## config.mk

```make
export PLATFORM = sky130hd
export DESIGN_NAME = vblank_copy_dma
export DESIGN_NICKNAME = d
export VERILOG_FILES = /design/src/rtl/vcd_pkg.sv /design/src/rtl/vcd_regs.sv /design/src/rtl/vcd_seq.sv /design/src/rtl/vblank_copy_dma.sv
export SDC_FILE = /design/constraint.sdc
export NUM_CORES = 1
export LEC_CHECK = 0
export BUFFER_PORTS_ARGS = -buffer_cell sky130_fd_sc_hd__clkbuf_2
export CAP_MARGIN = 30
export CORE_ASPECT_RATIO = 0.6
export CORE_MARGIN = 10
export CORE_UTILIZATION = 55
export DETAILED_ROUTE_END_ITERATION = 7
export HOLD_SLACK_MARGIN = 0.08
export PLACE_DENSITY = 0.9
export SETUP_SLACK_MARGIN = 0.4
export SYNTH_ARGS = -nofsm -noshare
export SYNTH_HDL_FRONTEND = slang
export SYNTH_HIERARCHICAL = 1
export SYNTH_SLANG_ARGS = --single-unit
```

## constraint.sdc

```tcl
create_clock -name clk -period 6.1 [get_ports clk]
set_input_delay 0.305 -clock clk [delete_from_list [all_inputs] [get_ports clk]]
set_output_delay 0.305 -clock clk [all_outputs]
set_load 0.005 [all_outputs]
```

## src/rtl/vcd_pkg.sv

```systemverilog
`timescale 1ns/1ps
package vcd_pkg;

    typedef enum logic [1:0] {
        ST_IDLE   = 2'd0,
        ST_COPY   = 2'd1,
        ST_DRAIN  = 2'd2,
        ST_FINISH = 2'd3
    } vcd_state_e;

    localparam logic [1:0] RA_CTRL = 2'd0;
    localparam logic [1:0] RA_LEN  = 2'd1;
    localparam logic [1:0] RA_STAT = 2'd2;

    localparam int CB_GO    = 0;
    localparam int CB_AUTO  = 1;
    localparam int CB_IRQEN = 2;

    localparam int SB_BUSY = 0;
    localparam int SB_DONE = 1;
    localparam int SB_ERR  = 2;

endpackage

```

## src/rtl/vcd_regs.sv

```systemverilog
`timescale 1ns/1ps
module vcd_regs
    import vcd_pkg::*;
#(
    parameter int REG_W  = 16,
    parameter int WINDOW = 36000,
    parameter int LEN_W  = $clog2(WINDOW + 1)
) (
    input  logic             clk,
    input  logic             rst_n,
    input  logic             reg_wr,
    input  logic [1:0]       reg_addr,
    input  logic [REG_W-1:0] reg_wdata,
    output logic [REG_W-1:0] reg_rdata,
    input  logic             busy,
    input  logic             finish,
    output logic             go,
    output logic             auto_mode,
    output logic [LEN_W-1:0] len_q,
    output logic             irq
);

    localparam logic [REG_W-1:0] WIN_R = REG_W'(WINDOW);
    localparam logic [LEN_W-1:0] WIN_L = LEN_W'(WINDOW);

    logic go_q, auto_q, irqen_q, done_q, err_q;
    logic wr_ctrl, wr_len, wr_stat;

    always_comb begin
        wr_ctrl = reg_wr && (reg_addr == RA_CTRL);
        wr_len  = reg_wr && (reg_addr == RA_LEN);
        wr_stat = reg_wr && (reg_addr == RA_STAT);
    end

    always_ff @(posedge clk) begin
        if (!rst_n) begin
            go_q    <= 1'b0;
            auto_q  <= 1'b0;
            irqen_q <= 1'b0;
        end else if (wr_ctrl) begin
            go_q    <= reg_wdata[CB_GO];
            auto_q  <= reg_wdata[CB_AUTO];
            irqen_q <= reg_wdata[CB_IRQEN];
        end else if (finish) begin
            go_q    <= 1'b0;
        end
    end

    always_ff @(posedge clk) begin
        if (!rst_n) begin
            len_q <= '0;
            err_q <= 1'b0;
        end else if (wr_len) begin
            if (reg_wdata > WIN_R) begin
                len_q <= WIN_L;
                err_q <= 1'b1;
            end else begin
                len_q <= reg_wdata[LEN_W-1:0];
                err_q <= 1'b0;
            end
        end
    end

    always_ff @(posedge clk) begin
        if (!rst_n) begin
            done_q <= 1'b0;
        end else if (finish) begin
            done_q <= 1'b1;
        end else if (wr_stat && reg_wdata[SB_DONE]) begin
            done_q <= 1'b0;
        end
    end

    always_comb begin
        go        = go_q;
        auto_mode = auto_q;
        irq       = done_q & irqen_q;
        reg_rdata = '0;
        unique case (reg_addr)
            RA_CTRL: begin
                reg_rdata[CB_GO]    = go_q;
                reg_rdata[CB_AUTO]  = auto_q;
                reg_rdata[CB_IRQEN] = irqen_q;
            end
            RA_LEN:  reg_rdata = REG_W'(len_q);
            RA_STAT: begin
                reg_rdata[SB_BUSY] = busy;
                reg_rdata[SB_DONE] = done_q;
                reg_rdata[SB_ERR]  = err_q;
            end
            default: reg_rdata = '0;
        endcase
    end

    // an oversize length is clamped to the window and flagged
    a_r6_len_clamp: assert property (@(posedge clk) disable iff (!rst_n)
        (wr_len && reg_wdata > WIN_R) |=> (err_q && len_q == WIN_L));

    // the request bit drops after a completion unless software rewrote it
    a_r7_go_cleared: assert property (@(posedge clk) disable iff (!rst_n)
        (finish && !wr_ctrl) |=> !go_q);

    // done only rises as the result of a completion cycle
    a_r8_done_source: assert property (@(posedge clk) disable iff (!rst_n)
        (done_q && !$past(done_q)) |-> $past(finish));

endmodule

```

## src/rtl/vcd_seq.sv

```systemverilog
`timescale 1ns/1ps
module vcd_seq
    import vcd_pkg::*;
#(
    parameter int ADDR_W = 16,
    parameter int DATA_W = 8,
    parameter int LEN_W  = 16
) (
    input  logic              clk,
    input  logic              rst_n,
    input  logic              frame_start,
    input  logic              go,
    input  logic              auto_mode,
    input  logic [LEN_W-1:0]  len_q,
    input  logic [DATA_W-1:0] stg_rdata,
    output logic              busy,
    output logic              finish,
    output logic              rd_en,
    output logic [ADDR_W-1:0] rd_addr,
    output logic              dsp_we,
    output logic [ADDR_W-1:0] dsp_addr,
    output logic [DATA_W-1:0] dsp_wdata
);

    vcd_state_e state_q, state_d;
    logic [LEN_W-1:0]  rem_q;
    logic [ADDR_W-1:0] rd_addr_q, wr_addr_q;
    logic              wr_pend_q;
    logic              launch;

    assign launch = frame_start && (go || auto_mode);

    // next-state logic
    always_comb begin
        state_d = state_q;
        unique case (state_q)
            ST_IDLE: begin
                if (launch) begin
                    state_d = (len_q == '0) ? ST_FINISH : ST_COPY;
                end
            end
            ST_COPY: begin
                if (rem_q == LEN_W'(1)) begin
                    state_d = ST_DRAIN;
                end
            end
            ST_DRAIN:  state_d = ST_FINISH;
            ST_FINISH: state_d = ST_IDLE;
        endcase
    end

    // state register
    always_ff @(posedge clk) begin
        if (!rst_n) begin
            state_q <= ST_IDLE;
        end else begin
            state_q <= state_d;
        end
    end

    // counters and write pipeline
    always_ff @(posedge clk) begin
        if (!rst_n) begin
            rem_q     <= '0;
            rd_addr_q <= '0;
            wr_addr_q <= '0;
            wr_pend_q <= 1'b0;
        end else begin
            wr_pend_q <= (state_q == ST_COPY);
            if (state_q == ST_IDLE && launch) begin
                rem_q     <= len_q;
                rd_addr_q <= '0;
            end else if (state_q == ST_COPY) begin
                rem_q     <= rem_q - LEN_W'(1);
                rd_addr_q <= rd_addr_q + ADDR_W'(1);
                wr_addr_q <= rd_addr_q;
            end
        end
    end

    // outputs
    always_comb begin
        busy      = (state_q != ST_IDLE);
        finish    = (state_q == ST_FINISH);
        rd_en     = (state_q == ST_COPY);
        rd_addr   = rd_addr_q;
        dsp_we    = wr_pend_q;
        dsp_addr  = wr_addr_q;
        dsp_wdata = stg_rdata;
    end

    // leaving idle requires a frame-start pulse on the edge before
    a_r2_launch_on_frame: assert property (@(posedge clk) disable iff (!rst_n)
        (state_q != ST_IDLE && $past(state_q) == ST_IDLE) |-> $past(frame_start));

    // the first display write of a burst lands at address zero
    a_r3_first_addr: assert property (@(posedge clk) disable iff (!rst_n)
        (dsp_we && !$past(dsp_we)) |-> (dsp_addr == '0));

    // consecutive display writes step the address by one
    a_r3_stride: assert property (@(posedge clk) disable iff (!rst_n)
        (dsp_we && $past(dsp_we)) |-> (dsp_addr == $past(dsp_addr) + ADDR_W'(1)));

endmodule

```

## src/rtl/vblank_copy_dma.sv

```systemverilog
`timescale 1ns/1ps
module vblank_copy_dma
    import vcd_pkg::*;
#(
    parameter int ADDR_W = 16,
    parameter int DATA_W = 8,
    parameter int REG_W  = 16,
    parameter int WINDOW = 36000
) (
    input  logic              clk,
    input  logic              rst_n,
    input  logic              frame_start,
    input  logic              reg_wr,
    input  logic [1:0]        reg_addr,
    input  logic [REG_W-1:0]  reg_wdata,
    output logic [REG_W-1:0]  reg_rdata,
    input  logic              cpu_ram_req,
    input  logic              cpu_ram_we,
    input  logic [ADDR_W-1:0] cpu_ram_addr,
    input  logic [DATA_W-1:0] cpu_ram_wdata,
    output logic [DATA_W-1:0] cpu_ram_rdata,
    output logic              stg_en,
    output logic              stg_we,
    output logic [ADDR_W-1:0] stg_addr,
    output logic [DATA_W-1:0] stg_wdata,
    input  logic [DATA_W-1:0] stg_rdata,
    output logic              dsp_we,
    output logic [ADDR_W-1:0] dsp_addr,
    output logic [DATA_W-1:0] dsp_wdata,
    output logic              irq
);

    localparam int LEN_W = $clog2(WINDOW + 1);

    logic              busy, finish, go, auto_mode;
    logic [LEN_W-1:0]  len_q;
    logic              seq_rd_en;
    logic [ADDR_W-1:0] seq_rd_addr;
    logic              cpu_rd_acc_q;

    vcd_regs #(
        .REG_W  (REG_W),
        .WINDOW (WINDOW),
        .LEN_W  (LEN_W)
    ) u_regs (
        .clk       (clk),
        .rst_n     (rst_n),
        .reg_wr    (reg_wr),
        .reg_addr  (reg_addr),
        .reg_wdata (reg_wdata),
        .reg_rdata (reg_rdata),
        .busy      (busy),
        .finish    (finish),
        .go        (go),
        .auto_mode (auto_mode),
        .len_q     (len_q),
        .irq       (irq)
    );

    vcd_seq #(
        .ADDR_W (ADDR_W),
        .DATA_W (DATA_W),
        .LEN_W  (LEN_W)
    ) u_seq (
        .clk         (clk),
        .rst_n       (rst_n),
        .frame_start (frame_start),
        .go          (go),
        .auto_mode   (auto_mode),
        .len_q       (len_q),
        .stg_rdata   (stg_rdata),
        .busy        (busy),
        .finish      (finish),
        .rd_en       (seq_rd_en),
        .rd_addr     (seq_rd_addr),
        .dsp_we      (dsp_we),
        .dsp_addr    (dsp_addr),
        .dsp_wdata   (dsp_wdata)
    );

    // staging RAM ownership: the engine while busy, the CPU otherwise
    always_comb begin
        stg_en    = busy ? seq_rd_en   : cpu_ram_req;
        stg_we    = !busy && cpu_ram_req && cpu_ram_we;
        stg_addr  = busy ? seq_rd_addr : cpu_ram_addr;
        stg_wdata = cpu_ram_wdata;
    end

    always_ff @(posedge clk) begin
        if (!rst_n) begin
            cpu_rd_acc_q <= 1'b0;
        end else begin
            cpu_rd_acc_q <= cpu_ram_req && !cpu_ram_we && !busy;
        end
    end

    assign cpu_ram_rdata = cpu_rd_acc_q ? stg_rdata : '0;

    // a CPU read issued during a copy returns zero
    a_r4_locked_read: assert property (@(posedge clk) disable iff (!rst_n)
        (busy && cpu_ram_req) |=> (cpu_ram_rdata == '0));

    // the engine never writes the staging RAM and the CPU cannot while busy
    a_r4_no_stage_write: assert property (@(posedge clk) disable iff (!rst_n)
        busy |-> !stg_we);

    // display writes only occur in the cycle after an engine read
    a_r3_write_follows_read: assert property (@(posedge clk) disable iff (!rst_n)
        dsp_we |-> $past(seq_rd_en));

endmodule

```

==> results of run 1 <==
[state kept, by name, summed over array words and instances, names as in the netlist]
| register | cells |
|---|---|
| u_regs/len_q | 16 |
| u_seq/dsp_addr | 16 |
| u_seq/rd_addr | 16 |
| u_seq/rem_q | 16 |
| u_seq/state_q | 2 |
| cpu_rd_acc_q | 1 |
| u_regs/auto_mode | 1 |
| u_regs/done_q | 1 |
| u_regs/err_q | 1 |
| u_regs/go | 1 |
| u_regs/irqen_q | 1 |
| u_seq/dsp_we | 1 |
[logic make-up after synthesis]
| family | Yosys count | share of synthesized area [%] |
|---|---|---|
| compound gates | 73 | 11.30 |
| xor+xnor | 21 | 4.721 |
| fa+ha+maj | 8 | 2.569 |
| buf+inv | 46 | 6.808 |
| flops | 73 | 37.51 |
| mux | 41 | 11.85 |
| simple gates | 169 | 25.24 |
[worst min-delay path: stages]
cell and delay [ns]:
sky130_fd_sc_hd__clkbuf_2 0.09, sky130_fd_sc_hd__nor3_1 0.04, sky130_fd_sc_hd__nor2_1 0.09
[where the power goes]
group,switching (mW),total (mW),internal [mW]
logic,0.277,0.529,0.252
registers,0.0717,0.611,0.539
clock network,0.196,0.566,0.370
[placed cells by master (no fill, tap or decap), types with 3 or more instances in the layout]
| cell | n |
|---|---|
| sky130_fd_sc_hd__a211oi_1 | 5 |
| sky130_fd_sc_hd__a21oi_1 | 19 |
| sky130_fd_sc_hd__a31oi_1 | 3 |
| sky130_fd_sc_hd__and2_1 | 25 |
| sky130_fd_sc_hd__and4_1 | 3 |
| sky130_fd_sc_hd__clkbuf_16 | 9 |
| sky130_fd_sc_hd__clkbuf_2 | 115 |
| sky130_fd_sc_hd__dfxtp_1 | 73 |
| sky130_fd_sc_hd__ha_1 | 8 |
| sky130_fd_sc_hd__inv_1 | 8 |
| sky130_fd_sc_hd__mux2_2 | 9 |
| sky130_fd_sc_hd__mux2_4 | 8 |
| sky130_fd_sc_hd__mux2i_1 | 24 |
| sky130_fd_sc_hd__nand2_1 | 18 |
| sky130_fd_sc_hd__nand3_1 | 20 |
| sky130_fd_sc_hd__nand4_1 | 8 |
| sky130_fd_sc_hd__nand4b_1 | 3 |
| sky130_fd_sc_hd__nor2_1 | 38 |
| sky130_fd_sc_hd__nor2b_1 | 7 |
| sky130_fd_sc_hd__nor3_1 | 7 |
| sky130_fd_sc_hd__nor3b_1 | 4 |
| sky130_fd_sc_hd__nor4_1 | 5 |
| sky130_fd_sc_hd__o21ai_0 | 33 |
| sky130_fd_sc_hd__or3_1 | 10 |
| sky130_fd_sc_hd__or4_1 | 4 |
| sky130_fd_sc_hd__xnor2_1 | 7 |
| sky130_fd_sc_hd__xor2_1 | 14 |
[layer usage]
metal / track usage, % / part of all wire [%]
met5: 0 / 0
met4: 5.539 / 1.6
met3: 7.081 / 10
met2: 32.14 / 47
met1: 24.14 / 41
[final timing paths]
kind,start,end
hold reg to reg,u_seq/state_q[0]$_SDFFE_PN0P_,u_seq/state_q[0]$_SDFFE_PN0P_
hold / removal,reg_wdata[11],u_regs/len_q[11]$_SDFFE_PN0P_
setup / recovery,u_seq/state_q[0]$_SDFFE_PN0P_,u_seq/rd_addr[12]$_SDFFE_PP0P_
setup reg to reg,u_seq/state_q[0]$_SDFFE_PN0P_,u_seq/rd_addr[12]$_SDFFE_PP0P_
[area by class of cell]
cell class	count	area, sq um
fill	499	2073
multi-input combinational	312	2170
tap	87	108.9
timing repair buffer	117	590.6
clock inverter	6	90.09
sequential	73	1461
inverter	8	30.03
clock buffer	10	239.0
[stage by stage]
stage	utilization [%]	hold WS [ns]	setup WS [ns]	std cells	total power [mW]
after floorplan	-	0.4376	4.004	431	1.000
after global placement	64.48	0.4759	3.548	597	1.094
after detailed placement	64.48	0.4899	3.353	597	1.121
after CTS	69.34	0.2183	3.292	613	1.699
after global routing	69.34	0.2430	3.013	613	1.781
final	69.34	0.2264	3.259	613	1.706
==> results list, run 1 <==
- Broken down by cell family, the worst path's largest delay share belongs to simple AND/OR/NAND/NOR gates.
- Across the VDD grid, the largest voltage drop is 0.1890 mV.
- Sequential cell area fraction in the yosys report: 37.51%
- Number of nets in the finished design: 585
- Counting along the longest clock path gives a buffer depth of 2.
- In the routed layout, each cell is associated on average with a via count of 5.891.
- Half-perimeter wire length after detailed placement: 8.240 mm
- After synthesis the cells add up to 3896 sq um.
- The clock reaches the later pin of the worst-skew pair after 0.33 ns.
- Clock-pin slew was measured on the worst setup and hold paths at 0.06 ns.
* First-pass DRT Iterations: 6
* Layout cell share with drive strength beyond 1: 30.99%
- Layout overhead on the synthesized area: 20.36%
- Final-layout setup total negative slack: 0 ns
- The worst setup path is captured at a flip-flop.
- For the worst setup path, the data required time is 6.35 ns.
- Aggregate global-route resource usage: 19.78%
- Worst-path fanout max: 32
* Routed wirelength normalized by instance count: 18.49 um
- Number of cells on the worst hold path: 3
- Clock tree synthesis selected as its root buffer the cell sky130_fd_sc_hd__clkbuf_16.
- Effective utilization at floorplan: 57.61%
- Synth Net Count: 495
- Power Density: 363.7 nW/um^2
- The tool flagged a number of max-cap violations equal to 0.
* Finished Cell Area: 4690 sq um
- Post-Syn Instances: 431
- The first global-routing pass estimated 17.92 mm of wire.
- Cell type with the largest total area after synthesis: sky130_fd_sc_hd__dfxtp_1
- After global routing the overflow that remains totals 0.
* Area of the placeable core: 6763 sq um
- From left edge to right edge, the die measures 128.7 um.
- Worst Tran Pin Value: 0.9120 ns
* Max Freq: 352.0 MHz
- Ranked by instance count, the synthesized netlist is headed by sky130_fd_sc_hd__dfxtp_1 (73), sky130_fd_sc_hd__nor2_1 (38), sky130_fd_sc_hd__o21ai_0 (33), sky130_fd_sc_hd__and2_1 (25), sky130_fd_sc_hd__mux2i_1 (24).
* Number of warnings issued by yosys: 6
* Largest cells by area after synthesis: sky130_fd_sc_hd__dfxtp_1 (38%), sky130_fd_sc_hd__mux2i_1 (6.2%), sky130_fd_sc_hd__o21ai_0 (4.2%)
* Maximum number of pins on one net before global-route repair: 46
- The detailed router placed 3611 vias in this run.
- Counting flops and latches in the post-synthesis netlist gives 73.
- In this run the vertical extent of the chip is 85.20 um.
- Reg-to-reg setup timing slack: 3.26 ns
* Netlist cell types: 58
* Standby leakage power: 2.021 nW
* Number of setup violations in the final report: 0
* Vias in the first global route: 3502
- Routability-driven placement congestion ratio: 0.8672
* Crit path buf inv count: 2
- The floorplan has 23 rows.
- Number of design-rule violations left by the first detailed-router iteration: 272
- During placement, the flow inserted port buffers numbering 115.
- Crit path cell chain: inv_1, ha_1, inv_1, or2_2, nand2_1, a21oi_1
- sky130_fd_sc_hd__dfxtp_1 is the most common cell in the netlist.
- Post-CTS Repair Setup Buffers: 0
* Library cell appearing most often on the critical path: sky130_fd_sc_hd__inv_1
- Once placement finished, the instance area stood at 4360 sq um.
- Setup repair after global routing left no endpoint under its margin.
* Share of flip-flops with an asynchronous set or reset: 0%
- Buffers inserted during clock tree synthesis total 9.
- Signal arrival time at the worst endpoint: 3.09 ns
* Min cycle time layout: 2.841 ns
- TritonCTS built the clock tree.
- In this run the number of H-tree levels came out at 3.
- The run finished with clean final reports.
- After detailed routing, the number of remaining DRC violations is 0.
- Top-Level Pins: 132
- Counting buffers and inverters, the worst setup path is 6 cells deep.
* Type of the worst setup path: flip-flop to flip-flop
* Total Wirelength: 11.33 mm
- Worst stage delay on the critical path: 0.67 ns
* Cell with the largest stage delay on the worst path: sky130_fd_sc_hd__inv_1
* Period utilization: 46.57%
- Buffers inserted to repair hold after CTS numbered 0.
- CTS-repair resized insts: 0
* Ant. Diodes: 0
- Primary flip-flop cell chosen by synthesis mapping: sky130_fd_sc_hd__dfxtp_1
* Post-Route Skew: 0.007068 ns
- Critical Path Source Type: flip-flop
- The detail route stage leaves a number of antenna-violating nets equal to 0.
- Area of the die: 10960 sq um
- The number of antenna violations at the first check in global routing came to 0.
- Tightest slew margin relative to the limit: 39.13%
- Number of sinks driven by the clock tree: 73
- Number of pins exceeding their max-slew limit in the final report: 0
- The share of synthesized area in the top cell type comes to 37.51%.
- Type of the worst min-delay path: input port to flip-flop
* Final count of hold timing violations: 0
* Mean area per synthesized cell: 9.040 sq um
- Number of cells on the worst reg-to-reg path: 6
* Number of enable-type register cells in the synthesized netlist: 0
Note: power is estimated with default switching activity, not from simulation.
==> run 2, diff against run 1 <==
- CORE_UTILIZATION: 55 -> 51
- PLACE_DENSITY: 0.9 -> 0.85
- clock period: 6.1 -> 2.7 ns (I/O delays scaled with it)
==> run 2 against run 1 <==
Compared with the run above:
- total power rose by 120%
- clock power rose by 100%
- clock skew fell by 0.0011 ns
- count of clock-buffer cells in the layout increased by 4
- critical path depth up 1
- cell area increased by 2.3%
- sequential power is 130% higher
- worst hold slack got worse by 0.13 ns
- combinational power grew 120%
- global-route usage is 1.8 points lower
- largest power group unchanged
- highest routed layer unchanged
==> results list, run 2 (synthesized netlist as in run 1, its figures left out) <==
- The number of vias in the routed layout came to 3556 (-1.5%).
* Worst Tran Pin Value: 0.5366 ns (-0.3755 ns)
* Number of buffers created by CTS: 9 (unchanged)
- Cell with the largest stage delay on the worst path: sky130_fd_sc_hd__or4_1
* Clock latency at the later pin of the worst-skew pair: 0.34 ns (about the same)
- Area of the placeable core: 7357 sq um (+8.8%)
* Tightest slew margin relative to the limit: 64.23% (+25 points)
- R2r startpoint: u_seq/state_q[1]$_SDFFE_PN0P_
* Period utilization: 82.54% (+36 points)
- Area of the die: 11650 sq um (+6.3%)
* Min cycle time layout: 2.229 ns (-0.6123 ns)
- Effective utilization at floorplan: 52.96% (-4.7 points)
- Vias in the first global route: 3368 (-3.8%)
- The run finished with clean final reports.
- The final number of setup-violating endpoints came to 0 (unchanged).
* Die height: 87.71 um (+2.9%)
* Reg-to-reg setup timing slack: 0.47 ns (-2.79 ns)
* Total Wirelength: 11.05 mm (-2.5%)
- Cell Int Power: 2.528 mW (+120%)
- Count of nets left with antenna violations after detail routing: 0 (unchanged)
- Routed wirelength normalized by instance count: 17.21 um (-6.9%)
- Clock-pin slew of the registers on the worst-case setup and hold paths: 0.06 ns (about the same)
- Aggregate global-route resource usage: 17.98% (-1.8 points)
- Number of antenna violations at the first check in global routing: 0 (unchanged)
* Crit path cell chain: inv_1, ha_1, clkbuf_8, and4bb_2, nand4b_1, or4_1, a31oi_1
- Cell Area, Placed: 4397 sq um (+0.83%)
- Standard-cell rows: 24 (+4.3%)
* Most frequent standard cell in the layout excluding fill and tap cells: sky130_fd_sc_hd__clkbuf_2
- Hold Worst Slack: 0.09416 ns (-0.1323 ns)
* Final total power: 3.714 mW (+120%)
* Combinational share of power: 31.8% (+0.8 points)
- The routability congestion estimate from global placement is 0.8485 (-2.2%).
- Fin util: 65.19% (-4.2 points)
* Finished Cell Area: 4796 sq um (+2.3%)
- Crit Reg-Reg Endpoint: u_seq/rem_q[14]$_SDFFE_PN0P_
- Compared with the post-synthesis result, the final layout area differs by 23.09%.
- Mean number of vias per cell: 5.539 (-6.0%)
* I/O Buffers: 115 (unchanged)
- The number of buffer and inverter instances along the worst setup path was 2 (unchanged).
* Number of non-filler instances in the completed layout: 642 (+4.7%)
- Critical Path Start: u_seq/state_q[1]$_SDFFE_PN0P_
- Number of maximum-capacitance constraint violations: 0 (unchanged)
- The arrival time of the worst setup path came to 2.49 ns (-0.60 ns).
* Family with the most delay on the worst path: simple AND/OR/NAND/NOR gates
- The largest buffer count on any clock path is 2 (unchanged).
- The required time of the critical path came to 2.97 ns (-3.38 ns).
* Power Density: 774.5 nW/um^2 (+110%)
- The highest fanout seen on the critical path is 32 (unchanged).
- The net switching fraction of the power is 31.94% (about the same).
- Power share of the clock group: 31.0% (-2.2 points)
- The remaining design rule violation count was 0 (unchanged).
- The maximum operating frequency is 448.7 MHz (+27%).
* Total instance count after detailed placement: 616 (+3.2%)
- The cell depth of the worst flop-to-flop path came to 7 (+1).
- Final count of hold timing violations: 0 (unchanged)
- The detailed-placement wirelength estimate was 8.144 mm (-1.2%).
- Endpoint type of the worst setup path: flip-flop
- TritonCTS built the clock tree.
- The sum of negative setup slack is 0 ns (unchanged).
- The startpoint identified for the worst hold timing path is reg_wdata[5].
- Global-route wire length before repair: 17.05 mm (-4.9%)
- The delay of the slowest cell on the worst path was 0.46 ns (-0.21 ns).
- The detailed-router iteration count before antenna repair was 5 (-1).
- Type of the worst setup path: flip-flop to flip-flop
* Worst setup slack before clock tree synthesis: 0.3520 ns (-3.001 ns)
* Ant. Diodes: 0 (unchanged)
- Remaining Overflow, GRT: 0 (unchanged)
- The number of max-slew violations in the final report was 0 (unchanged).
- Number of nets in the finished design: 597 (+2.1%)
* Min setup slack post-route: 0.4715 ns (-2.788 ns)
- The count of routing violations after the opening detailed-route iteration was 314 (+15%).
- The pin count of the biggest net entering global routing was 33 (-28%).
- Post-Route Skew: 0.006008 ns (-0.001059 ns)
* Critical Path Source Type: flip-flop
- The maximum vdd ir drop is 0.4145 mV (+120%).
* Top-Level Pins: 132 (unchanged)
- The sink count of the clock tree is 73 (unchanged).
- Layout cell share with drive strength beyond 1: 31.04% (+0.052 points)
- Worst Hold End: u_regs/len_q[5]$_SDFFE_PN0P_
- The library cells used most frequently in the layout, excluding fill and tap cells, are sky130_fd_sc_hd__clkbuf_2 (115), sky130_fd_sc_hd__dfxtp_1 (73), sky130_fd_sc_hd__nor2_1 (38).
- Die width: 132.8 um (+3.2%)
- The tree is rooted in a sky130_fd_sc_hd__clkbuf_16.
- The min-delay analysis places its worst path in the category input port to flip-flop.
* Clock H-tree levels: 3 (unchanged)
- Switching power: 1.186 mW (+120%)
- Sequential share of power: 37.2% (+1.4 points)
- The static leakage came to 2.066 nW (+2.2%).
- Number of cells on the worst hold path: 2 (-1)
* Unrepaired setup endpoints after global routing: true
-- run 2: power by group through the flow --
stage / combinational (mW) / clock, mW / sequential, mW
global placement: 1.10 / 0 / 1.38
floorplan: 0.919 / 0 / 1.34
global route: 1.30 / 1.22 / 1.40
detailed placement: 1.14 / 0 / 1.40
CTS: 1.17 / 1.17 / 1.38
finish: 1.18 / 1.15 / 1.38
-- run 2: cell type report --
class / instances / area (sq um)
flip-flops and latches: 73 / 1461
well taps: 104 / 130.1
clock buffers: 14 / 284.0
repair buffers: 129 / 706.9
multi-input cells: 312 / 2173
clock inverters: 2 / 10.01
inverters: 8 / 30.03
fillers: 584 / 2561
-- run 2: how the worst max path moves through the flow --
stage | endpoint | slack [ns] | cells past startpoint
2_1_floorplan | u_seq/rem_q[13]$_SDFFE_PN0P_ | 0.60 | 7
5_1_grt | u_seq/rem_q[14]$_SDFFE_PN0P_ | 0.33 | 7
3_3_place_gp | u_seq/rd_addr[15]$_SDFFE_PP0P_ | 0.51 | 7
4_1_cts | u_seq/rd_addr[9]$_SDFFE_PP0P_ | 0.43 | 7
3_5_place_dp | u_seq/rd_addr[15]$_SDFFE_PP0P_ | 0.35 | 7
6_report | u_seq/rem_q[14]$_SDFFE_PN0P_ | 0.47 | 7
-- run 2: worst reg2reg max path, delay by kind of cell (launching register included) --
kind / cells / cell delay [ns]
flops: 1 / 0.32
buf+inv: 2 / 0.45
compound gates: 1 / 0.17
simple gates: 3 / 1.02
fa+ha+maj: 1 / 0.20
-- run 2: metal layers --
layer  track usage (%)  routed length, um  vias up
li1                  -                  -     1719
met1             22.72               5001     1676
met2             28.05               5021      143
met3             6.743                898       18
met4             5.666                125        0
met5                 0                  0        -
-- run 2: timing repair --
| item | 4_1_cts | 5_1_grt |
|---|---|---|
| hold endpoints to repair | 8 | 0 |
| gates resized for setup | 1 | 2 |
| endpoints found under the setup margin | 5 | 7 |
| buffers inserted | 0 | 2 |
| hold buffers | 8 | 0 |
| gates cloned | 0 | 0 |
==> run 3, diff against run 2 <==
- ABC_AREA: unset -> 1
- CORE_UTILIZATION: 51 -> 52
- clock period: 2.7 -> 2.2 ns (I/O delays scaled with it)
==> run 3 against run 2 <==
Compared with the run above:
- die area is 5.1% higher
- largest cell class unchanged
- critical path type unchanged
- utilization up 1.4 points
- first-iteration DRC count rose by 48%
- critical path depth rose by 1
- via count increased by 31%
- routed wire length grew 16%
- cell count up 40%
- critical endpoint is now u_seq/rd_addr[10]$_SDFFE_PP0P_
- global-route usage grew 2.6 points
==> results list, run 3 <==
- Reg-to-reg setup timing slack: 0.49 ns (+0.02 ns)
* Share of flip-flops with an asynchronous set or reset: 0% (unchanged)
- Number of warnings issued by yosys: 6 (unchanged)
* Number of cells on the worst hold path: 3 (+1)
- The via count of the first global-routing pass was 4305 (+28%).
* Period utilization: 77.59% (-5.0 points)
- The transition time at the pin with the least slew margin is 0.5979 ns (+0.06139 ns).
- The required time of the critical path is 2.41 ns (-0.56 ns).
- The count of endpoints failing hold in the final timing report is 0 (unchanged).
* Worst stage delay on the critical path: 0.33 ns (-0.13 ns)
* Post-synthesis cell area: 4225 sq um (+8.4%)
- The post-route worst setup slack is 0.4931 ns (+0.02162 ns).
- The floorplan die width is 136.4 um (+2.7%).
- Type of the worst setup path: flip-flop to flip-flop
- The initial core utilization came to 53.60% (+0.64 points).
- The clock-pin transition on the worst setup and hold timing paths came to 0.06 ns (about the same).
* Area of the die: 12250 sq um (+5.1%)
- Mean number of vias per cell: 5.183 (-6.4%)
- The post-detailed-route count of antenna-violating nets is 0 (unchanged).
- Total Wirelength: 12.85 mm (+16%)
- Crit path cell chain: inv_2, ha_2, buf_12, nand3_2, nor3_2, nand2_2, o21ai_0, a21oi_1
* Endpoint type of the worst setup path: flip-flop
- The antenna diode count is 0 (unchanged).
- The global-route usage over all layers is 20.58% (+2.6 points).
- The detailed-router iteration count before antenna repair is 6 (+1).
* Run status: completed
- Remaining Overflow, GRT: 0 (unchanged)
- The area share of the leading cell type in the synthesized netlist is 34.59% (-2.9 points).
- Type of the worst min-delay path: input port to flip-flop
- Most frequent standard cell in the layout excluding fill and tap cells: sky130_fd_sc_hd__nand2_1
- Worst Hold End: u_regs/auto_mode$_SDFFE_PN0P_
* Synth top cells by count: sky130_fd_sc_hd__nand2_1 (191), sky130_fd_sc_hd__nor2_1 (97), sky130_fd_sc_hd__inv_1 (85), sky130_fd_sc_hd__dfxtp_1 (73), sky130_fd_sc_hd__a21oi_1 (54)
- Routed wirelength normalized by instance count: 14.32 um (-17%)
* Final-layout setup total negative slack: 0 ns (unchanged)
* Worst-path fanout max: 17 (-47%)
- Clock tree from TritonCTS: yes
- The row count came to 25 (+4.2%).
* I/O Buffers: 115 (unchanged)
* Largest cells by area after synthesis: sky130_fd_sc_hd__dfxtp_1 (35%), sky130_fd_sc_hd__nand2_1 (17%), sky130_fd_sc_hd__nor2_1 (8.6%)
- The largest buffer count on any clock path was 2 (unchanged).
- Critical Path Source Type: flip-flop
* Final routed DRC violation total: 0 (unchanged)
- In this run the most critical hold path is launched from reg_wdata[1].
- The area growth from synthesis to layout is 24.25%.
* Unrepaired setup endpoints after global routing: false
* Post-Syn Instances: 674 (+56%)
- Most used cells in the layout excluding fill and tap cells: sky130_fd_sc_hd__nand2_1 (190), sky130_fd_sc_hd__clkbuf_2 (115), sky130_fd_sc_hd__nor2_1 (97)
- Clock H-tree levels: 3 (unchanged)
* Via total after detailed routing: 4649 (+31%)
* Half-perimeter wire length after detailed placement: 9.636 mm (+18%)
- Hold Worst Slack: 0.09203 ns (-0.002131 ns)
* Number of sinks driven by the clock tree: 73 (unchanged)
- The arrival time of the worst setup path was 1.92 ns (-0.57 ns).
* Number of enable-type register cells in the synthesized netlist: 0 (unchanged)
- Top-count cell post-synth: sky130_fd_sc_hd__nand2_1
- The final number of setup-violating endpoints was 0 (unchanged).
- Power Density: 1179 nW/um^2 (+52%)
- Min cycle time layout: 1.707 ns (-0.5216 ns)
- Number of nets in the finished design: 849 (+42%)
- In this run the critical register-to-register path is launched from u_seq/state_q[1]$_SDFFE_PN0P_.
* Post-Route Skew: 0.005864 ns (-0.0001447 ns)
- The number of max-slew violations in the final report is 0 (unchanged).
- Top-Level Pins: 132 (unchanged)
* Max Freq: 585.9 MHz (+31%)
- Cell with the largest stage delay on the worst path: sky130_fd_sc_hd__dfxtp_2
- Standby leakage power: 2.604 nW (+26%)
- The number of antenna violations at the first check in global routing was 0 (unchanged).
* Mean area per synthesized cell: 6.269 sq um (-31%)
- Number of register bits inferred by synthesis: 73 (unchanged)
- Primary flip-flop cell chosen by synthesis mapping: sky130_fd_sc_hd__dfxtp_1
- Die height: 89.83 um (+2.4%)
- The pre-CTS setup slack was 0.4630 ns (+0.1109 ns).
* Number of design-rule violations left by the first detailed-router iteration: 465 (+48%)
* Layout cell share with drive strength beyond 1: 21.55% (-9.5 points)
- Sequential cell area fraction in the yosys report: 34.59% (-2.9 points)
* Cell type with the largest total area after synthesis: sky130_fd_sc_hd__dfxtp_1
* Tightest slew margin relative to the limit: 60.09% (-4.1 points)
* Number of buffers created by CTS: 9 (unchanged)
- Routability-driven placement congestion ratio: 0.9611 (+13%)
- The maximum vdd ir drop was 0.6397 mV (+54%).
- Fin util: 66.60% (+1.4 points)
- Number of cells on the worst reg-to-reg path: 8 (+1)
* Clock tree root driver cell: sky130_fd_sc_hd__clkbuf_16
* Synth Net Count: 738 (+49%)
* Netlist cell types: 31 (-47%)
- Global-route wire length before repair: 21.04 mm (+23%)
* Crit Reg-Reg Endpoint: u_seq/rd_addr[10]$_SDFFE_PP0P_
* Area of the placeable core: 7883 sq um (+7.1%)
* Number of maximum-capacitance constraint violations: 0 (unchanged)
* Clock latency at the later pin of the worst-skew pair: 0.34 ns (about the same)
* Maximum number of pins on one net before global-route repair: 22 (-33%)
- Final total power: 6.188 mW (+67%)
run 3: cell types whose count changed after synthesis, sizes merged, moves of 24 or more:
cell | before | now
and2 | 26 | 1
a21oi | 19 | 54
mux2i | 24 | 0
nor2 | 39 | 102
inv | 8 | 89
nand2 | 19 | 201
run 3: logic make-up after synthesis:
logic type	count (synthesis)	share of synthesized area, %
flops	73	34.59
compound gates	95	11.43
xor+xnor	6	1.244
fa+ha+maj	8	2.369
simple gates	363	35.74
buf+inv	129	14.63
run 3: final cells by class:
cell class,instances,area (sq um)
timing repair buffer,138,803.3
tap,108,135.1
sequential,73,1464
clock inverter,2,60.06
multi-input combinational,472,2161
inverter,91,356.6
clock buffer,13,270.3
fill,685,2633
run 3: what timing repair did:
item,in CTS,in global routing
hold buffers,12,0
setup buffers,0,4
resized for setup,5,9
endpoints found under the hold margin,11,0
endpoints found under the setup margin,18,41
run 3: per-stage QoR:
step / std cells / instance area [sq um]
global route: 897 / 5250
detailed placement: 866 / 4732
finish: 897 / 5250
global placement: 866 / 4732
CTS: 893 / 5196
floorplan: 674 / 4225
run 3: power by group:
group	total [mW]	internal, mW	leakage (nW)	switching, mW
clock network	1.61	1.08	0.162	0.532
logic	2.81	1.06	1.85	1.75
registers	1.77	1.56	0.594	0.209
total	6.19	3.69	2.60	2.50
run 3: worst max-delay path: cells and delay by family (launching register included):
| family | cells | cell delay, ns |
|---|---|---|
| and+or+nand+nor | 3 | 0.44 |
| buffers and inverters | 2 | 0.25 |
| adders and majority gates | 1 | 0.27 |
| DFF | 1 | 0.33 |
| AOI/OAI and AO/OA | 2 | 0.29 |
run 3: how the worst max path moves through the flow:
stage,startpoint,end,slack (ns),cells past startpoint
finish,u_seq/state_q[1]$_SDFFE_PN0P_,u_seq/rd_addr[10]$_SDFFE_PP0P_,0.49,8
global route,u_seq/state_q[1]$_SDFFE_PN0P_,u_seq/rd_addr[10]$_SDFFE_PP0P_,0.39,8
CTS,u_seq/state_q[1]$_SDFFE_PN0P_,stg_we,0.40,8
detailed placement,u_seq/state_q[1]$_SDFFE_PN0P_,u_seq/rd_addr[12]$_SDFFE_PP0P_,0.46,8
global placement,u_seq/state_q[1]$_SDFFE_PN0P_,u_seq/rd_addr[10]$_SDFFE_PP0P_,0.55,8
floorplan,u_seq/state_q[1]$_SDFFE_PN0P_,u_seq/rd_addr[14]$_SDFFE_PP0P_,0.76,9
run 3: per-layer routing:
metal	up-vias	track usage [%]	routed length, um
li1	2290	-	-
met1	2103	26.94	5531
met2	230	31.25	5535
met3	26	7.222	1621
met4	0	5.477	161
met5	-	0	0
